--- src/rtl/dtag_pkg.sv ---
package dtag_pkg;
  localparam int KEY_W         = 28;
  localparam int CTRL_EN_BIT   = 0;
  localparam int CTRL_NS_BIT   = 1;
  localparam int CTRL_PRIV_BIT = 2;
  localparam int CTRL_DID_LSB  = 4;
  localparam int CTRL_LOCK_BIT = 31;

  typedef enum logic [1:0] {
    SEL_CTRL  = 2'd0,
    SEL_CMP   = 2'd1,
    SEL_MASK  = 2'd2,
    SEL_NONE  = 2'd3
  } cfg_word_e;
endpackage

--- src/rtl/dtag_key_fmt.sv ---
module dtag_key_fmt
  import dtag_pkg::*;
(
  input  logic             fmt_axi,
  input  logic [5:0]       ahb_xid,
  input  logic [7:0]       axi_awuser_hi,
  input  logic [5:0]       axi_awid,
  input  logic [7:0]       axi_aruser_hi,
  input  logic [5:0]       axi_arid,
  output logic [KEY_W-1:0] key
);
  logic [KEY_W-1:0] key_axi;
  logic [KEY_W-1:0] key_ahb;

  // split-channel layout: write fields above read fields
  assign key_axi = {axi_awuser_hi, axi_awid, axi_aruser_hi, axi_arid};
  assign key_ahb = {{(KEY_W-6){1'b0}}, ahb_xid};
  assign key     = fmt_axi ? key_axi : key_ahb;
endmodule

--- src/rtl/dtag_desc_table.sv ---
module dtag_desc_table
  import dtag_pkg::*;
#(
  parameter int NUM_DESC = 16,
  parameter int DID_W    = 4,
  localparam int IDX_W   = (NUM_DESC > 1) ? $clog2(NUM_DESC) : 1
) (
  input  logic                             clk,
  input  logic                             rst,
  input  logic                             cfg_wr,
  input  logic [IDX_W-1:0]                 cfg_idx,
  input  logic [1:0]                       cfg_sel,
  input  logic [31:0]                      cfg_data,
  output logic [NUM_DESC-1:0]              en_q,
  output logic [NUM_DESC-1:0]              ns_q,
  output logic [NUM_DESC-1:0]              priv_q,
  output logic [NUM_DESC-1:0]              lock_q,
  output logic [NUM_DESC-1:0][DID_W-1:0]   did_q,
  output logic [NUM_DESC-1:0][KEY_W-1:0]   cmp_q,
  output logic [NUM_DESC-1:0][KEY_W-1:0]   mask_q
);
  cfg_word_e  word;
  logic       idx_ok;
  logic       wr_ok;

  assign word   = cfg_word_e'(cfg_sel);
  assign idx_ok = (32'(cfg_idx) < NUM_DESC);
  assign wr_ok  = cfg_wr && idx_ok && !lock_q[cfg_idx];

  always_ff @(posedge clk) begin
    if (rst) begin
      for (int i = 0; i < NUM_DESC; i++) begin
        en_q[i]   <= 1'b0;
        ns_q[i]   <= 1'b0;
        priv_q[i] <= 1'b0;
        lock_q[i] <= 1'b0;
        did_q[i]  <= '0;
        cmp_q[i]  <= '0;
        mask_q[i] <= '0;
      end
    end else if (wr_ok) begin
      unique case (word)
        SEL_CTRL: begin
          en_q[cfg_idx]   <= cfg_data[CTRL_EN_BIT];
          ns_q[cfg_idx]   <= cfg_data[CTRL_NS_BIT];
          priv_q[cfg_idx] <= cfg_data[CTRL_PRIV_BIT];
          did_q[cfg_idx]  <= cfg_data[CTRL_DID_LSB +: DID_W];
          lock_q[cfg_idx] <= cfg_data[CTRL_LOCK_BIT];
        end
        SEL_CMP:  cmp_q[cfg_idx]  <= cfg_data[KEY_W-1:0];
        SEL_MASK: mask_q[cfg_idx] <= cfg_data[KEY_W-1:0];
        default: ;
      endcase
    end
  end

  // a locked descriptor keeps every field until reset
  for (genvar g = 0; g < NUM_DESC; g++) begin : g_lock_chk
    assert_lock_hold_R10: assert property (@(posedge clk) disable iff (rst)
      lock_q[g] |=> ($stable(cmp_q[g]) && $stable(mask_q[g]) && $stable(did_q[g])
                     && $stable(en_q[g]) && $stable(ns_q[g]) && $stable(priv_q[g])
                     && lock_q[g]));
  end
endmodule

--- src/rtl/dtag_match_unit.sv ---
module dtag_match_unit
  import dtag_pkg::*;
#(
  parameter int NUM_DESC = 16,
  parameter int DID_W    = 4
) (
  input  logic                           clk,
  input  logic                           rst,
  input  logic [KEY_W-1:0]               key,
  input  logic [NUM_DESC-1:0]            en,
  input  logic [NUM_DESC-1:0]            ns,
  input  logic [NUM_DESC-1:0]            priv,
  input  logic [NUM_DESC-1:0][DID_W-1:0] did,
  input  logic [NUM_DESC-1:0][KEY_W-1:0] cmp,
  input  logic [NUM_DESC-1:0][KEY_W-1:0] mask,
  output logic                           hit_any,
  output logic [DID_W-1:0]               sel_did,
  output logic                           sel_ns,
  output logic                           sel_priv
);
  logic [NUM_DESC-1:0] hit_vec;
  logic [NUM_DESC-1:0] win_vec;
  logic                found;
  logic [DID_W-1:0]    or_did;
  logic                or_ns;
  logic                or_priv;

  // one masked comparator per descriptor
  for (genvar g = 0; g < NUM_DESC; g++) begin : g_cmp
    assign hit_vec[g] = en[g] && (((key ^ cmp[g]) & ~mask[g]) == '0);
  end

  // lowest index wins
  always_comb begin
    win_vec = '0;
    found   = 1'b0;
    for (int i = 0; i < NUM_DESC; i++) begin
      if (hit_vec[i] && !found) begin
        win_vec[i] = 1'b1;
        found      = 1'b1;
      end
    end
  end

  always_comb begin
    or_did  = '0;
    or_ns   = 1'b0;
    or_priv = 1'b0;
    for (int i = 0; i < NUM_DESC; i++) begin
      if (win_vec[i]) begin
        or_did  = or_did | did[i];
        or_ns   = or_ns | ns[i];
        or_priv = or_priv | priv[i];
      end
    end
  end

  assign hit_any  = found;
  assign sel_did  = found ? or_did  : '0;
  assign sel_ns   = found ? or_ns   : 1'b1;
  assign sel_priv = found ? or_priv : 1'b0;

  assert_single_winner_R4: assert property (@(posedge clk) disable iff (rst)
    $onehot0(win_vec));

  for (genvar g = 0; g < NUM_DESC; g++) begin : g_en_chk
    assert_disabled_idle_R2: assert property (@(posedge clk) disable iff (rst)
      !en[g] |-> !win_vec[g]);
  end
endmodule

--- src/rtl/domain_tagger.sv ---
module domain_tagger
  import dtag_pkg::*;
#(
  parameter int NUM_DESC = 16,
  parameter int DID_W    = 4,
  localparam int IDX_W   = (NUM_DESC > 1) ? $clog2(NUM_DESC) : 1
) (
  input  logic             clk,
  input  logic             rst,
  input  logic             cfg_wr,
  input  logic [IDX_W-1:0] cfg_idx,
  input  logic [1:0]       cfg_sel,
  input  logic [31:0]      cfg_data,
  input  logic             req_valid,
  input  logic             fmt_axi,
  input  logic [5:0]       ahb_xid,
  input  logic [7:0]       axi_awuser_hi,
  input  logic [5:0]       axi_awid,
  input  logic [7:0]       axi_aruser_hi,
  input  logic [5:0]       axi_arid,
  output logic             tag_valid,
  output logic [DID_W-1:0] tag_did,
  output logic             tag_ns,
  output logic             tag_priv,
  output logic             tag_miss,
  output logic             nomatch_sticky
);
  logic [KEY_W-1:0]               key;
  logic [NUM_DESC-1:0]            en_q, ns_q, priv_q, lock_q;
  logic [NUM_DESC-1:0][DID_W-1:0] did_q;
  logic [NUM_DESC-1:0][KEY_W-1:0] cmp_q, mask_q;
  logic                           hit_any;
  logic [DID_W-1:0]               sel_did;
  logic                           sel_ns, sel_priv;

  dtag_key_fmt u_fmt (
    .fmt_axi(fmt_axi), .ahb_xid(ahb_xid),
    .axi_awuser_hi(axi_awuser_hi), .axi_awid(axi_awid),
    .axi_aruser_hi(axi_aruser_hi), .axi_arid(axi_arid),
    .key(key)
  );

  dtag_desc_table #(.NUM_DESC(NUM_DESC), .DID_W(DID_W)) u_table (
    .clk(clk), .rst(rst), .cfg_wr(cfg_wr), .cfg_idx(cfg_idx),
    .cfg_sel(cfg_sel), .cfg_data(cfg_data),
    .en_q(en_q), .ns_q(ns_q), .priv_q(priv_q), .lock_q(lock_q),
    .did_q(did_q), .cmp_q(cmp_q), .mask_q(mask_q)
  );

  dtag_match_unit #(.NUM_DESC(NUM_DESC), .DID_W(DID_W)) u_match (
    .clk(clk), .rst(rst), .key(key),
    .en(en_q), .ns(ns_q), .priv(priv_q), .did(did_q),
    .cmp(cmp_q), .mask(mask_q),
    .hit_any(hit_any), .sel_did(sel_did), .sel_ns(sel_ns), .sel_priv(sel_priv)
  );

  always_ff @(posedge clk) begin
    if (rst) begin
      tag_valid      <= 1'b0;
      tag_did        <= '0;
      tag_ns         <= 1'b0;
      tag_priv       <= 1'b0;
      tag_miss       <= 1'b0;
      nomatch_sticky <= 1'b0;
    end else begin
      tag_valid <= req_valid;
      if (req_valid) begin
        tag_did  <= sel_did;
        tag_ns   <= sel_ns;
        tag_priv <= sel_priv;
        tag_miss <= !hit_any;
        if (!hit_any) nomatch_sticky <= 1'b1;
      end
    end
  end

  assert_valid_latency_R1: assert property (@(posedge clk) disable iff (rst)
    !$past(rst) |-> (tag_valid == $past(req_valid)));

  assert_miss_default_R5: assert property (@(posedge clk) disable iff (rst)
    (tag_valid && tag_miss) |-> (tag_did == '0 && tag_ns && !tag_priv));

  assert_sticky_hold_R6: assert property (@(posedge clk) disable iff (rst)
    nomatch_sticky |=> nomatch_sticky);

  assert_sticky_set_R6: assert property (@(posedge clk) disable iff (rst)
    (req_valid && !hit_any) |=> nomatch_sticky);
endmodule

--- config.mk ---
export PLATFORM = sky130hd
export DESIGN_NAME = domain_tagger
export DESIGN_NICKNAME = d
export VERILOG_FILES = /design/src/rtl/dtag_pkg.sv /design/src/rtl/dtag_key_fmt.sv /design/src/rtl/dtag_desc_table.sv /design/src/rtl/dtag_match_unit.sv /design/src/rtl/domain_tagger.sv
export SDC_FILE = /design/constraint.sdc
export NUM_CORES = 2
export LEC_CHECK = 0
export BUFFER_PORTS_ARGS = -buffer_cell sky130_fd_sc_hd__buf_2
export CORE_MARGIN = 2
export CORE_UTILIZATION = 64
export CTS_CLUSTER_DIAMETER = 150
export DETAILED_ROUTE_END_ITERATION = 12
export PLACE_DENSITY = 0.81
export REMOVE_ABC_BUFFERS = 1
export SETUP_SLACK_MARGIN = 0.05
export SKIP_CTS_REPAIR_TIMING = 1
export SLEW_MARGIN = 20
export SYNTH_ARGS = -nofsm -noshare
export SYNTH_HDL_FRONTEND = slang
export SYNTH_SLANG_ARGS = --single-unit
--- constraint.sdc ---
create_clock -name clk -period 11 [get_ports clk]
set_clock_uncertainty 0.1 [all_clocks]
set_input_delay 2.75 -clock clk [delete_from_list [all_inputs] [get_ports clk]]
set_output_delay 2.75 -clock clk [all_outputs]
set_load 0.05 [all_outputs]
==> results.yml <==
timing:
  hold_viol: 0
  maxSlewViolCount: 0
  fin_setup_tns_ns: 0
  rsz0062_at_grt: "no"
  slew_headroom_pct: 12.68
  fmax_mhz: 126.2
  tightest_slew_ns: 1.310
  final.min_clock_period_ns: 7.926
  fin_ws_ns: 3.074
  finalSetupViolCount: 0
  min_period_over_period_pct: 72.05
power_and_ir_drop:
  irDropWorstVdd_uv: 153.0
  p_leak_uw: 0.01725
  cellPowerDensity_mw_per_mm2: 164.4
global_routing:
  grtUsageTotal_pct: 39.04
  grt_busiest_layer: "met2"
  grt_pass1_wl_um: 214200
  met3_usage_pct: 7.926
  antenna_found_initial: 3
  grt-ovfl-total: 0
  grt_pass1_vias: 36971
  gr-usage-met1_pct: 51.16
  grt_max_degree: 221
  grtUsageMet2_pct: 58.62
detailed_routing:
  drt_iter0_markers: 5098
  first_pass_iters: 8
  vias: 40153
  vias_per_cell: 6.163
  drc: 0
  detail_route.wl_per_cell_um: 21.96
  ant_nets: 0
  finalWirelength_um: 143100
clocking:
  cts_root_buf: "clkbuf_16"
  cts_tree: "done"
  clock-sinks: 1033
  path_clk_slew_ns: 0.06
  cts_buffer_depth: 3
  clock_latency_ns: 0.66
  htreeDepth: 3
  cts_buffers: 102
cells_and_area:
  area_growth_pct: 9.209
  drive_gt1_share_pct: 7.241
  nNetsFinal: 5573
  nFillCells: 5431
  ff_latch_area_mm2: 0.02068
  multiInputGateArea_mm2: 0.02205
floorplan:
  die_area_mm2: 0.07154
  initial_utilization_pct: 64.66
  coreArea_mm2: 0.06871
  rows: 96
  ioPinCount: 86
  die_h_um: 267.5
  fp.dieW_um: 267.5
critical_path:
  critPathMaxFanout: 48
  crit_required_ns: 11.43
  path_class: "in2reg"
  arrival_ns: 8.36
  cp-end-kind: "flop"
  startpoint_type: "input pin"
  ff2ff_path_depth: 9
placed_design:
  portBuffers: 82
  place.gp.congestion: 0.9200
  post-place-ws_ns: 2.699
  dpl.hpwl_um: 77980
synthesis:
  synth_largest_area_cell: "dfxtp_1"
  ys_async_sr_fraction_pct: 0
  avgSynthCellArea_um2: 7.827
  synth_area_mm2: 0.04443
  syn_inst: 5676
  yosys-top-cells-area: "dfxtp_1 47%, nand2_1 16%, a21oi_1 10%"
  synth_warnings: 0
  synth_cell_type_count: 70
  synth-seq-area-share_pct: 46.55
  synth_edf_count: 0
  synth-seq-cells: 1033
  synth_ff_type: "dfxtp_1"
  synth.top_cell.area_share_pct: 46.55
job:
  maxCapViolCount: 0
run_status:
  status: "finished clean"
min_path:
  holdPathStages: 2
  worstHoldPathType: "reg2reg"
final cells by class:
class / count / area share [%]
clock inverters: 29 / 0.7685
multi-input cells: 4178 / 45.45
inverters: 38 / 0.2940
repair buffers: 143 / 1.867
well taps: 931 / 2.401
clock buffers: 158 / 6.568
flip-flops and latches: 1033 / 42.62
diodes: 5 / 0.02579
sequential cells by signal, indices dropped and copies added (netlist names), 4 cells and up:
signal          cells
tag_did             4
u_table.cmp_q     448
u_table.did_q      64
u_table.en_q       16
u_table.lock_q     16
u_table.mask_q    448
u_table.ns_q       16
u_table.priv_q     16
routing by layer:
metal	share of wire (%)	vias up
li1	-	18385
met1	38	18967
met2	43	2223
met3	12	578
met4	7.8	0
met5	0	-
worst paths after layout:
check	from	to	slack [ns]
worst max-delay path	fmt_axi	tag_did[2]$_SDFFE_PP0P_	3.07
worst min-delay path	u_table.mask_q[153]$_SDFFE_PP0P_	u_table.mask_q[153]$_SDFFE_PP0P_	0.35
worst max register to register	u_table.lock_q[3]$_SDFFE_PP0P_	u_table.cmp_q[427]$_SDFFE_PP0P_	6.98
worst min register to register	u_table.mask_q[153]$_SDFFE_PP0P_	u_table.mask_q[153]$_SDFFE_PP0P_	0.35
kinds of logic (layout without fill, tap and decap cells):
kind of cell	count (synthesis)	in the layout	share of synthesized area, %
XOR/XNOR	356	356	7.018
AND/OR/NAND/NOR	2392	2392	22.16
buffers and inverters	465	368	4.303
other	0	5	0
AO/OA/AOI/OAI	1265	1265	16.01
multiplexers	165	165	3.968
flip-flops	1033	1033	46.55
power by group:
part           leakage (uW)  total (uW)  internal, uW  switching, uW
clock               0.00177        3680          2190           1490
combinational       0.00715         527           121            406
sequential          0.00832        3770          3760           9.44
worst max-delay path: stages:
cell and delay, ns:
buf_4 0.62, buf_4 0.52, nand2_2 0.85, xor2_1 0.38
o2111ai_1 0.23, nor4_1 0.11, and4_1 0.42, nor4_2 0.62
or4b_1 0.75, o31ai_2 0.53, a31oi_1 0.12, or3b_1 0.40
synth_stat cells (18+ instances only):
cell type and n:
o21bai_1 46, a21oi_1 913, o21ai_0 26, clkbuf_1 381, mux2i_1 154, xnor2_1 33
nor3_1 18, buf_2 18, nor2b_1 46, nand3_1 20, o22ai_1 127, dfxtp_1 1033
xor2_1 323, inv_1 38, and3b_1 46, o2111ai_1 27, nor2_1 236, a21boi_0 47
nand2_1 1891, nor4_1 29
per-stage QoR:
stage	power [uW]	instances	hold WS [ns]	instance area, um^2	utilization [%]
final	7975	6515	0.3498	48520	70.62
after global routing	8137	6512	0.3688	48510	70.61
after CTS	7947	6510	0.3520	48440	70.50
after detailed placement	4349	6323	0.3438	44880	65.32
after global placement	4344	6323	0.3336	44850	65.28
after floorplan	4031	5249	0.3269	42660	-
cell usage in the layout (no fill, tap or decap), types with 19 or more instances in the layout:
| cell | n |
|---|---|
| inv_1 | 38 |
| clkinv_2 | 19 |
| a21oi_1 | 913 |
| clkbuf_16 | 105 |
| nor4_1 | 28 |
| buf_2 | 80 |
| o21ai_0 | 26 |
| nor2_1 | 206 |
| nor2b_1 | 46 |
| clkbuf_8 | 36 |
| and3b_1 | 46 |
| dfxtp_1 | 1033 |
| nand3_1 | 20 |
| nand2_1 | 1889 |
| buf_4 | 60 |
| o21bai_1 | 46 |
| o2111ai_1 | 27 |
| mux2i_1 | 154 |
| xnor2_1 | 33 |
| o22ai_1 | 127 |
| a21boi_0 | 47 |
| xor2_1 | 323 |
Note: power is estimated with default switching activity, not from simulation.
